--- config.mk ---
export PLATFORM = sky130hd
export DESIGN_NAME = uart_fifo_ctrl
export DESIGN_NICKNAME = d
export VERILOG_FILES = /design/src/rtl/ufc_pkg.sv /design/src/rtl/ufc_fifo.sv /design/src/rtl/ufc_timeout.sv /design/src/rtl/uart_fifo_ctrl.sv
export SDC_FILE = /design/constraint.sdc
export NUM_CORES = 1
export LEC_CHECK = 0
export ABC_CLOCK_PERIOD_IN_PS = 3300
export BUFFER_PORTS_ARGS = -buffer_cell sky130_fd_sc_hd__buf_2
export CAP_MARGIN = 20
export CELL_PAD_IN_SITES_DETAIL_PLACEMENT = 1
export CELL_PAD_IN_SITES_GLOBAL_PLACEMENT = 2
export CORE_MARGIN = 5
export CORE_UTILIZATION = 30
export CTS_CLUSTER_SIZE = 12
export DETAILED_ROUTE_END_ITERATION = 16
export GPL_ROUTABILITY_DRIVEN = 0
export GPL_TIMING_DRIVEN = 1
export PLACE_DENSITY = 0.56
export SYNTH_ARGS = -nofsm -noshare
export SYNTH_HDL_FRONTEND = slang
export SYNTH_SLANG_ARGS = --single-unit
--- constraint.sdc ---
create_clock -name clk -period 3.3 [get_ports clk]
set_clock_uncertainty 0.05 [all_clocks]
set_input_delay 0.33 -clock clk [delete_from_list [all_inputs] [get_ports clk]]
set_output_delay 0.33 -clock clk [all_outputs]
set_load 0.02 [all_outputs]
--- src/rtl/ufc_pkg.sv ---
// Shared helpers for the UART FIFO control block.
// Assumes the trigger encoding is fixed at two bits regardless of depth.
package ufc_pkg;
    // Maps the two trigger-select bits to a receive fill threshold.
    function automatic int trig_level(input logic [1:0] sel);
        case (sel)
            2'b00:   return 1;
            2'b01:   return 4;
            2'b10:   return 8;
            default: return 14;
        endcase
    endfunction
endpackage

--- src/rtl/ufc_fifo.sv ---
// Synchronous byte queue with a run-time fill limit and a flush input.
// Assumes DEPTH is a power of two so the pointers wrap on their own.
// A push above the limit is dropped and reported on `drop`.
module ufc_fifo #(
    parameter int DW    = 8,
    parameter int DEPTH = 16
) (
    input  logic                     clk,
    input  logic                     rst_n,
    input  logic                     clr,
    input  logic [$clog2(DEPTH):0]   limit,
    input  logic                     push,
    input  logic [DW-1:0]            wdata,
    input  logic                     pop,
    output logic [DW-1:0]            rdata,
    output logic [$clog2(DEPTH):0]   count,
    output logic                     drop
);
    localparam int PW = $clog2(DEPTH);
    localparam int CW = PW + 1;

    logic [DW-1:0] mem [DEPTH];
    logic [PW-1:0] wr_ptr, rd_ptr;
    logic          accept, take;

    // Decide whether this cycle's push and pop take effect.
    always_comb begin
        accept = push && (count < limit);
        take   = pop && (count != '0);
        drop   = push && !accept && !clr;
        rdata  = (count != '0) ? mem[rd_ptr] : '0;
    end

    // Pointer and fill tracking, with flush taking priority.
    always_ff @(posedge clk) begin
        if (!rst_n || clr) begin
            wr_ptr <= '0;
            rd_ptr <= '0;
            count  <= '0;
        end else begin
            if (accept) wr_ptr <= wr_ptr + PW'(1);
            if (take)   rd_ptr <= rd_ptr + PW'(1);
            count <= count + CW'(accept) - CW'(take);
        end
    end

    // Storage write for accepted bytes.
    always_ff @(posedge clk) begin
        if (rst_n && !clr && accept) mem[wr_ptr] <= wdata;
    end

    assert_count_bound_R1: assert property (@(posedge clk) disable iff (!rst_n)
        count <= CW'(DEPTH));

    assert_empty_read_static_R12: assert property (@(posedge clk) disable iff (!rst_n)
        (!clr && pop && !push && count == '0) |=> (count == '0));
endmodule

--- src/rtl/ufc_timeout.sv ---
// Receive character-timeout tracker.
// Counts idle cycles while the receive queue holds data and raises
// `pending` after four character times. Assumes char_time is steady
// while data waits. A zero char_time never fires.
module ufc_timeout #(
    parameter int CHAR_W = 16
) (
    input  logic              clk,
    input  logic              rst_n,
    input  logic              clr,
    input  logic              restart,
    input  logic              read,
    input  logic              nonempty,
    input  logic [CHAR_W-1:0] char_time,
    output logic              pending
);
    localparam int TW = CHAR_W + 2;

    logic [TW-1:0] cnt;
    logic [TW-1:0] limit;

    // Four character times expressed in clock cycles.
    always_comb limit = {char_time, 2'b00};

    // Idle counter and pending flag update.
    always_ff @(posedge clk) begin
        if (!rst_n || clr) begin
            cnt     <= '0;
            pending <= 1'b0;
        end else if (restart) begin
            cnt <= '0;
            if (read) pending <= 1'b0;
        end else if (!nonempty) begin
            cnt <= '0;
        end else if (!pending) begin
            cnt <= cnt + TW'(1);
            if (limit != '0 && cnt + TW'(1) == limit) pending <= 1'b1;
        end
    end

    assert_pending_has_data_R6: assert property (@(posedge clk) disable iff (!rst_n)
        pending |-> nonempty);

    assert_read_clears_R7: assert property (@(posedge clk) disable iff (!rst_n)
        (read && !clr) |=> !pending);

    assert_flush_clears_R8: assert property (@(posedge clk) disable iff (!rst_n)
        clr |=> !pending);
endmodule

--- src/rtl/uart_fifo_ctrl.sv ---
// FIFO control for a 16550-style serial port: control register,
// receive and transmit queues, trigger detection and character timeout.
// Assumes single-cycle strobes from the host and serializer.
module uart_fifo_ctrl #(
    parameter int DW     = 8,
    parameter int DEPTH  = 16,
    parameter int CHAR_W = 16
) (
    input  logic                   clk,
    input  logic                   rst_n,
    input  logic                   fcr_we,
    input  logic [7:0]             fcr_wdata,
    input  logic [CHAR_W-1:0]      char_time,
    input  logic                   rx_push,
    input  logic [DW-1:0]          rx_data,
    input  logic                   rx_pop,
    output logic [DW-1:0]          rx_rdata,
    input  logic                   tx_push,
    input  logic [DW-1:0]          tx_data,
    input  logic                   tx_pop,
    output logic [DW-1:0]          tx_rdata,
    output logic [$clog2(DEPTH):0] rx_count,
    output logic [$clog2(DEPTH):0] tx_count,
    output logic                   data_ready,
    output logic                   tx_empty,
    output logic                   rx_trig,
    output logic                   rx_overrun,
    output logic                   timeout_pending,
    output logic [7:0]             fcr_q
);
    import ufc_pkg::*;

    localparam int CW = $clog2(DEPTH) + 1;
    localparam logic [7:0] KEEP_MASK = 8'hC9;

    logic          en, toggle, flush_rx, flush_tx, rx_drop, tx_drop;
    logic [CW-1:0] lim;

    // Decode control writes into flush requests and the active depth.
    always_comb begin
        en       = fcr_q[0];
        toggle   = fcr_we && (fcr_wdata[0] != en);
        flush_rx = fcr_we && (fcr_wdata[1] || toggle);
        flush_tx = fcr_we && (fcr_wdata[2] || toggle);
        lim      = en ? CW'(DEPTH) : CW'(1);
    end

    // Control register keeps only its sticky bits.
    always_ff @(posedge clk) begin
        if (!rst_n)      fcr_q <= '0;
        else if (fcr_we) fcr_q <= fcr_wdata & KEEP_MASK;
    end

    // One-cycle overrun pulse for a dropped receive byte.
    always_ff @(posedge clk) begin
        if (!rst_n) rx_overrun <= 1'b0;
        else        rx_overrun <= rx_drop;
    end

    ufc_fifo #(.DW(DW), .DEPTH(DEPTH)) u_rxq (
        .clk(clk), .rst_n(rst_n), .clr(flush_rx), .limit(lim),
        .push(rx_push), .wdata(rx_data), .pop(rx_pop),
        .rdata(rx_rdata), .count(rx_count), .drop(rx_drop)
    );

    ufc_fifo #(.DW(DW), .DEPTH(DEPTH)) u_txq (
        .clk(clk), .rst_n(rst_n), .clr(flush_tx), .limit(lim),
        .push(tx_push), .wdata(tx_data), .pop(tx_pop),
        .rdata(tx_rdata), .count(tx_count), .drop(tx_drop)
    );

    ufc_timeout #(.CHAR_W(CHAR_W)) u_tmo (
        .clk(clk), .rst_n(rst_n), .clr(flush_rx || !en),
        .restart(rx_push || rx_pop), .read(rx_pop),
        .nonempty(rx_count != '0), .char_time(char_time),
        .pending(timeout_pending)
    );

    // Status flags derived from the queue fills.
    always_comb begin
        data_ready = (rx_count != '0);
        tx_empty   = (tx_count == '0);
        rx_trig    = en ? (int'(rx_count) >= trig_level(fcr_q[7:6])) : data_ready;
    end

    assert_toggle_flushes_R5: assert property (@(posedge clk) disable iff (!rst_n)
        (fcr_we && fcr_wdata[0] != fcr_q[0]) |=> (rx_count == '0 && tx_count == '0));

    assert_overrun_only_full_R1: assert property (@(posedge clk) disable iff (!rst_n)
        rx_overrun |-> ($past(rx_count) == $past(lim)));

    assert_single_byte_when_off_R11: assert property (@(posedge clk) disable iff (!rst_n)
        !fcr_q[0] |-> (rx_count <= CW'(1) && tx_count <= CW'(1)));

    assert_tx_unused_drop_R11: assert property (@(posedge clk) disable iff (!rst_n)
        tx_drop |=> ($stable(tx_count) || $past(tx_pop)));
endmodule

==> results.py, run 1 <==
metrics = {
    "floorplanning": {
        "ios": 86,
        "die_area_um2": 48700,
        "dieHeight_um": 221,
        "rows": 77,
        "start_util_pct": 30.2,
        "die_w_um": 221,
        "core_area_um2": 44000,
    },
    "routing": {
        "routed_wl_mm": 30.1,
        "first_iter_violations": 290,
        "via_per_inst": 4.54,
        "wire_per_inst_um": 19.5,
        "ant_nets": 0,
        "vias": 7004,
        "firstDrtPassIters": 4,
        "drc_errors": 0,
    },
    "critical_path": {
        "slowest_stage": "mux4_2",
        "rr_worst_depth": 12,
        "cp.depth": 5,
        "path_class": "reg -> out",
        "cpMostUsedCell": "mux4_2",
        "arrival_ns": 2.74,
        "critPathCaptureType": "output pin",
        "slowest_delay_ns": 0.54,
        "r2r_end": "u_rxq.count[4]",
        "crit_chain": "buf_12, mux4_2, mux4_2, nor2b_1, buf_2",
        "cp.required_ns": 2.92,
        "cp-start-kind": "flip-flop",
        "regToRegStartpoint": "u_rxq.count[1]",
        "crit_buf_inv": 2,
        "crit_family": "multiplexers",
        "r2r_slack_ns": 0.39,
        "crit_fanout": 26,
    },
    "global_routing": {
        "grt_first_pass_wirelength_mm": 46.9,
        "antenna_found_initial": 0,
        "grt-ovfl-total": 0,
        "grt_max_degree": 33,
        "grtUsageTotal_pct": 12.7,
        "grt_pass1_vias": 7807,
    },
    "synth": {
        "synth-edff-count": 256,
        "synthCells": 808,
        "syn_avg_cell_area_um2": 16.5,
        "yosys_warnings": 0,
        "yosysUniqueCellTypes": 40,
        "ys_ff_latch": 314,
        "synthFlopType": "edfxtp_1",
        "syn_area_um2": 13300,
        "ys_seq_area_share_pct": 66.5,
        "ys_async_sr_fraction_pct": 0,
        "synth_area_leaders": "edfxtp_1 (58%), mux4_2 (14%), dfxtp_1 (8.7%)",
        "yosysTopAreaCellShare_pct": 57.8,
        "yosysTopAreaCell": "edfxtp_1",
    },
    "sta": {
        "final-hold-violation-count": 0,
        "rsz0062_at_grt": "no",
        "slew_violations": 0,
        "fmax_mhz": 321,
        "tns_ns": 0,
        "period_minus_slack_ns": 3.12,
        "relSlewSlack_pct": 51.9,
        "period_share_pct": 94.4,
        "worst_pin_slew_ns": 0.721,
        "finalSetupViolCount": 0,
    },
    "clock_tree": {
        "cts_sinks": 314,
        "cts.path.max_buffers": 3,
        "cts.clk_slew.worst_paths_ns": 0.06,
        "root_buffer": "clkbuf_16",
        "numCtsBuffers": 37,
        "cts_tree": "done",
        "htreeDepth": 2,
        "worstSkewPairLatency_ns": 0.54,
        "cts_resized": 0,
    },
    "cells_and_area": {
        "nets": 1006,
        "n_antenna_cell": 0,
        "syn_to_final_growth_pct": 18.3,
        "layout-drive-gt1-share_pct": 25.5,
        "fin_cells": 1542,
    },
    "pwr": {
        "p_total_mw": 10.9,
        "power.share.clock_pct": 38.1,
        "power.internal_mw": 7.87,
        "comb_power_share_pct": 20.7,
        "p_switching_mw": 3.04,
        "powerDensity_nw_per_um2": 693,
        "seqPwrFrac_pct": 41.2,
        "peakVddDrop_uv": 420,
        "switching_share_pct": 27.9,
        "p_leak_nw": 5.22,
    },
    "placed_design": {
        "placedCellCount": 1472,
        "io_buffers": 79,
        "dp_hpwl_mm": 20.0,
    },
    "hold_path": {
        "whs_path_depth": 3,
        "hold_path.class": "in -> reg",
        "min_to": "fcr_q[0]",
        "hold_start": "fcr_wdata[0]",
    },
    "run": {
        "maxCapViolCount": 0,
    },
    "outcome": {
        "status": "finished clean",
    },
}
## state kept, by name, indices dropped and copies added (netlist names), named ones only
| register | flops |
|---|---|
| u_tmo.pending | 1 |
| u_rxq.rd_ptr | 4 |
| u_txq.mem | 128 |
| u_tmo.cnt | 18 |
| u_txq.rd_ptr | 4 |
| u_rxq.mem | 128 |
| rx_overrun | 1 |
| u_rxq.count | 5 |
| u_rxq.wr_ptr | 4 |
| fcr_q | 4 |
| u_txq.wr_ptr | 4 |
| u_txq.count | 5 |
## per-layer routing
layer / track usage [%] / part of all wire [%] / up-vias
li1: - / - / 3285
met1: 17.6 / 47 / 3574
met2: 20.1 / 47 / 107
met3: 3.34 / 4.6 / 38
met4: 3.25 / 1.8 / 0
met5: 0 / 0 / -
## power by group through the flow
stage | clock [mW] | sequential (mW) | combinational [mW]
after global placement | 0 | 4.59 | 2.34
after CTS | 4.32 | 4.51 | 2.35
after global routing | 4.48 | 4.52 | 2.55
after floorplan | 0 | 4.61 | 1.53
final | 4.16 | 4.50 | 2.26
after detailed placement | 0 | 4.59 | 2.33
## worst reg2reg max path: stages (launching register included)
cell	delay, ns
dfxtp_1	0.42
inv_1	0.15
ha_1	0.22
nand3_1	0.08
a21oi_1	0.10
nand2_1	0.16
clkinv_1	0.26
ha_1	0.32
fa_1	0.41
a21oi_1	0.14
nor2_1	0.07
or3_1	0.34
a21oi_1	0.13
## through the flow
| stage | utilization (%) | worst slack [ns] | hold slack (ns) | area [um2] |
|---|---|---|---|---|
| 6_report | 35.8 | 0.185 | 0.0547 | 15700 |
| 5_1_grt | 35.8 | 0.0121 | 0.0741 | 15700 |
| 4_1_cts | 35.8 | 0.0590 | 0.0127 | 15700 |
| 3_5_place_dp | 32.9 | 0.369 | 0.464 | 14500 |
| 3_3_place_gp | 32.9 | 0.371 | 0.462 | 14500 |
| 2_1_floorplan | - | 0.133 | 0.379 | 13300 |
## cells in the final DEF (no fill, tap or decap), types with 5 or more instances in the layout
| cell type | synthesis | routed |
|---|---|---|
| mux4_2 | 80 | 80 |
| xnor2_1 | 37 | 37 |
| bufinv_16 | 0 | 5 |
| a21oi_1 | 12 | 12 |
| and2_1 | 38 | 38 |
| o21ai_0 | 11 | 11 |
| dfxtp_1 | 58 | 56 |
| nor4_1 | 8 | 8 |
| nor2_1 | 64 | 64 |
| xor2_1 | 22 | 22 |
| mux2i_1 | 9 | 9 |
| clkbuf_16 | 0 | 37 |
| ha_1 | 34 | 34 |
| nand2b_1 | 5 | 5 |
| nand2_1 | 25 | 25 |
| edfxtp_1 | 256 | 256 |
| nand4_1 | 12 | 12 |
| nor2b_1 | 17 | 17 |
| nor3_1 | 9 | 9 |
| inv_1 | 31 | 31 |
| clkbuf_1 | 10 | 12 |
| nand3_1 | 16 | 16 |
| and3_1 | 5 | 5 |
| buf_2 | 7 | 79 |
| buf_4 | 4 | 23 |
## area by class of cell
cell class	instances	area, um2
Clock buffer	51	998
Clock inverter	15	234
Fill cell	4508	28300
Inverter	32	120
Multi-Input combinational cell	430	4150
Sequential cell	314	8850
Tap cell	592	741
Timing Repair Buffer	108	648
## worst max-delay path by stage
stage | endpoint | slack, ns
after floorplan | u_txq.count[4] | 0.13
after global placement | u_rxq.count[4] | 0.37
after detailed placement | u_rxq.count[4] | 0.37
after CTS | tx_rdata[1] | 0.06
after global routing | tx_rdata[4] | 0.01
final | tx_rdata[1] | 0.18
## kinds of logic after synthesis
logic type | synth area share (%)
AOI/OAI and AO/OA | 1.30
xor gates and xnor gates | 3.88
adders and majority gates | 3.50
buffers and inverters | 2.41
DFF | 66.5
muxes | 14.2
other | 0.0282
and+or+nand+nor | 8.18
## cells in the mapped netlist (6+ instances only)
cell / instances
buf_2: 7
nand4_1: 12
o21ai_0: 11
buf_6: 6
inv_1: 31
nor2_1: 64
nand2_1: 25
and2_1: 38
edfxtp_1: 256
ha_1: 34
nand3_1: 16
mux4_2: 80
nor3_1: 9
dfxtp_1: 58
clkbuf_1: 10
nor4_1: 8
xnor2_1: 37
nor2b_1: 17
buf_1: 8
mux2i_1: 9
xor2_1: 22
a21oi_1: 12
## what timing repair did
action | in CTS | in global routing
buffers inserted | 0 | 0
hold buffers | 4 | 0
hold endpoints to repair | 4 | 0
Power figures use the tool's default switching activity.
==> run 2, diff against run 1 <==
--- a/config.mk
+++ b/config.mk
@@ -16,7 +16,8 @@
 export DETAILED_ROUTE_END_ITERATION = 16
 export GPL_ROUTABILITY_DRIVEN = 0
 export GPL_TIMING_DRIVEN = 1
-export PLACE_DENSITY = 0.56
+export PLACE_DENSITY = 0.57
 export SYNTH_ARGS = -nofsm -noshare
 export SYNTH_HDL_FRONTEND = slang
+export SYNTH_HIERARCHICAL = 1
 export SYNTH_SLANG_ARGS = --single-unit
==> results.py, run 2 <==
metrics = {
    "cells_and_area": {
        "syn_to_final_growth_pct": 17.7,
        "largestRegisters": "u_rxq/mem: 128 flops, u_txq/mem: 128 flops, u_tmo/cnt: 18 flops",
        "nFillCells": 4757,
        "multiInputGateArea_um2": 4590,
        "utilization_pct": 35.8,
        "n_antenna_cell": 0,
        "final_common_cell": "edfxtp_1",
        "layout-drive-gt1-share_pct": 23.4,
        "seqCellArea_um2": 8850,
        "fin_cells": 1682,
        "nets": 1144,
        "final_cell_mix": "edfxtp_1 (256), nor2_1 (88), buf_2 (79)",
    },
    "floorplanning": {
        "die_w_um": 225,
        "rows": 78,
        "start_util_pct": 30.4,
        "die_area_um2": 50500,
        "dieHeight_um": 225,
        "core_area_um2": 45500,
        "ios": 86,
    },
    "critical_path": {
        "r2r_slack_ns": 0.29,
        "path_class": "reg -> out",
        "critPathCaptureType": "output pin",
        "crit_fanout": 8,
        "arrival_ns": 2.72,
        "regToRegStartpoint": "fcr_q[0]",
        "cp-start-kind": "flip-flop",
        "cp.required_ns": 2.92,
        "r2r_end": "u_txq/count[4]",
        "rr_worst_depth": 14,
    },
    "hold_path": {
        "hold_path.class": "in -> reg",
        "min_to": "fcr_q[0]",
        "whs_path_depth": 2,
        "hold_start": "rst_n",
    },
    "routing": {
        "vias": 7965,
        "wirelength_met1_mm": 14.8,
        "wl_met2_mm": 15.4,
        "route.met3.wl_mm": 1.77,
        "first_iter_violations": 288,
        "via_per_inst": 4.74,
        "wire_per_inst_um": 19.4,
        "ant_nets": 0,
        "drc_errors": 0,
        "routed_wl_mm": 32.6,
        "routed.top_layer": "met5",
        "firstDrtPassIters": 4,
    },
    "synth": {
        "syn_avg_cell_area_um2": 14.9,
        "synthCells": 926,
        "yosys_warnings": 6,
        "syn_area_um2": 13800,
    },
    "clock_tree": {
        "numCtsBuffers": 38,
        "htreeDepth": 2,
        "cts.path.max_buffers": 3,
        "root_buffer": "clkbuf_16",
        "cts_tree": "done",
        "cts.clk_slew.worst_paths_ns": 0.06,
        "worstSkewPairLatency_ns": 0.55,
        "cts_sinks": 314,
    },
    "sta": {
        "worst_pin_slew_ns": 0.698,
        "rsz0062_at_grt": "no",
        "finalSetupViolCount": 0,
        "period_share_pct": 93.9,
        "fmax_mhz": 323,
        "period_minus_slack_ns": 3.10,
        "tns_ns": 0,
        "slew_violations": 0,
        "worst_hold_slack_ns": 0.0870,
        "final-hold-violation-count": 0,
        "relSlewSlack_pct": 53.4,
    },
    "global_routing": {
        "grt_max_degree": 47,
        "grt-ovfl-total": 0,
        "grt_pass1_vias": 8613,
        "grtUsageTotal_pct": 13.0,
        "antenna_found_initial": 1,
        "grt_first_pass_wirelength_mm": 51.1,
    },
    "placed_design": {
        "dp_hpwl_mm": 22.1,
        "io_buffers": 79,
        "placedCellCount": 1614,
    },
    "pwr": {
        "peakVddDrop_uv": 344,
        "powerDensity_nw_per_um2": 667,
        "p_total_mw": 10.9,
        "p_leak_nw": 5.45,
    },
    "run": {
        "maxCapViolCount": 0,
    },
    "outcome": {
        "status": "finished clean",
    },
}
run 2: cell type report:
type	instances	share of cell area (%)
Sequential cell	314	54.4
Multi-Input combinational cell	542	28.2
Clock buffer	48	6.13
Timing Repair Buffer	132	5.09
Tap cell	600	4.61
Clock inverter	15	0.899
Inverter	31	0.715
run 2: how the worst max path moves through the flow:
stage	startpoint	end	slack [ns]	depth (start not counted)
2_1_floorplan	u_rxq/count[3]	u_rxq/count[4]	0.37	13
3_3_place_gp	u_rxq/count[3]	u_rxq/count[4]	0.23	13
3_5_place_dp	u_rxq/count[2]	u_rxq/count[4]	0.20	12
4_1_cts	u_rxq/count[2]	rx_rdata[4]	0.1	7
5_1_grt	u_rxq/count[2]	rx_rdata[4]	0.009	7
6_report	u_rxq/count[2]	rx_rdata[5]	0.20	7
run 2: per-stage QoR:
step	cell area (um2)	setup WS, ns
2_1_floorplan	13900	0.372
3_3_place_gp	15100	0.234
3_5_place_dp	15100	0.204
4_1_cts	16300	0.0954
5_1_grt	16300	0.00926
6_report	16300	0.203
run 2: critical path, cell delays in order (launching register included):
cell,delay (ns)
dfxtp_1,0.45
inv_1,0.10
ha_1,0.21
nor4b_2,0.18
nand2b_1,0.44
a221o_1,0.39
o22ai_1,0.20
buf_2,0.21
run 2: layer usage:
metal | up-vias | GRT usage, %
met5 | - | 0
met1 | 4024 | 17.6
met2 | 141 | 21.1
li1 | 3753 | -
met4 | 2 | 3.02
met3 | 45 | 3.32
run 2: power breakdown:
group          switching (mW)  total (mW)  leakage, nW  internal (mW)
Combinational            1.41        2.47         2.11           1.06
Sequential              0.138        4.54         2.78           4.41
Clock                    1.62        3.85        0.560           2.23
Total                    3.17        10.9         5.45           7.69
run 2: repair_timing:
item,CTS,global route
setup buffers,0,1
setup endpoints to repair,0,5
hold buffers,4,0
endpoints found under the hold margin,4,0
resized for setup,0,4
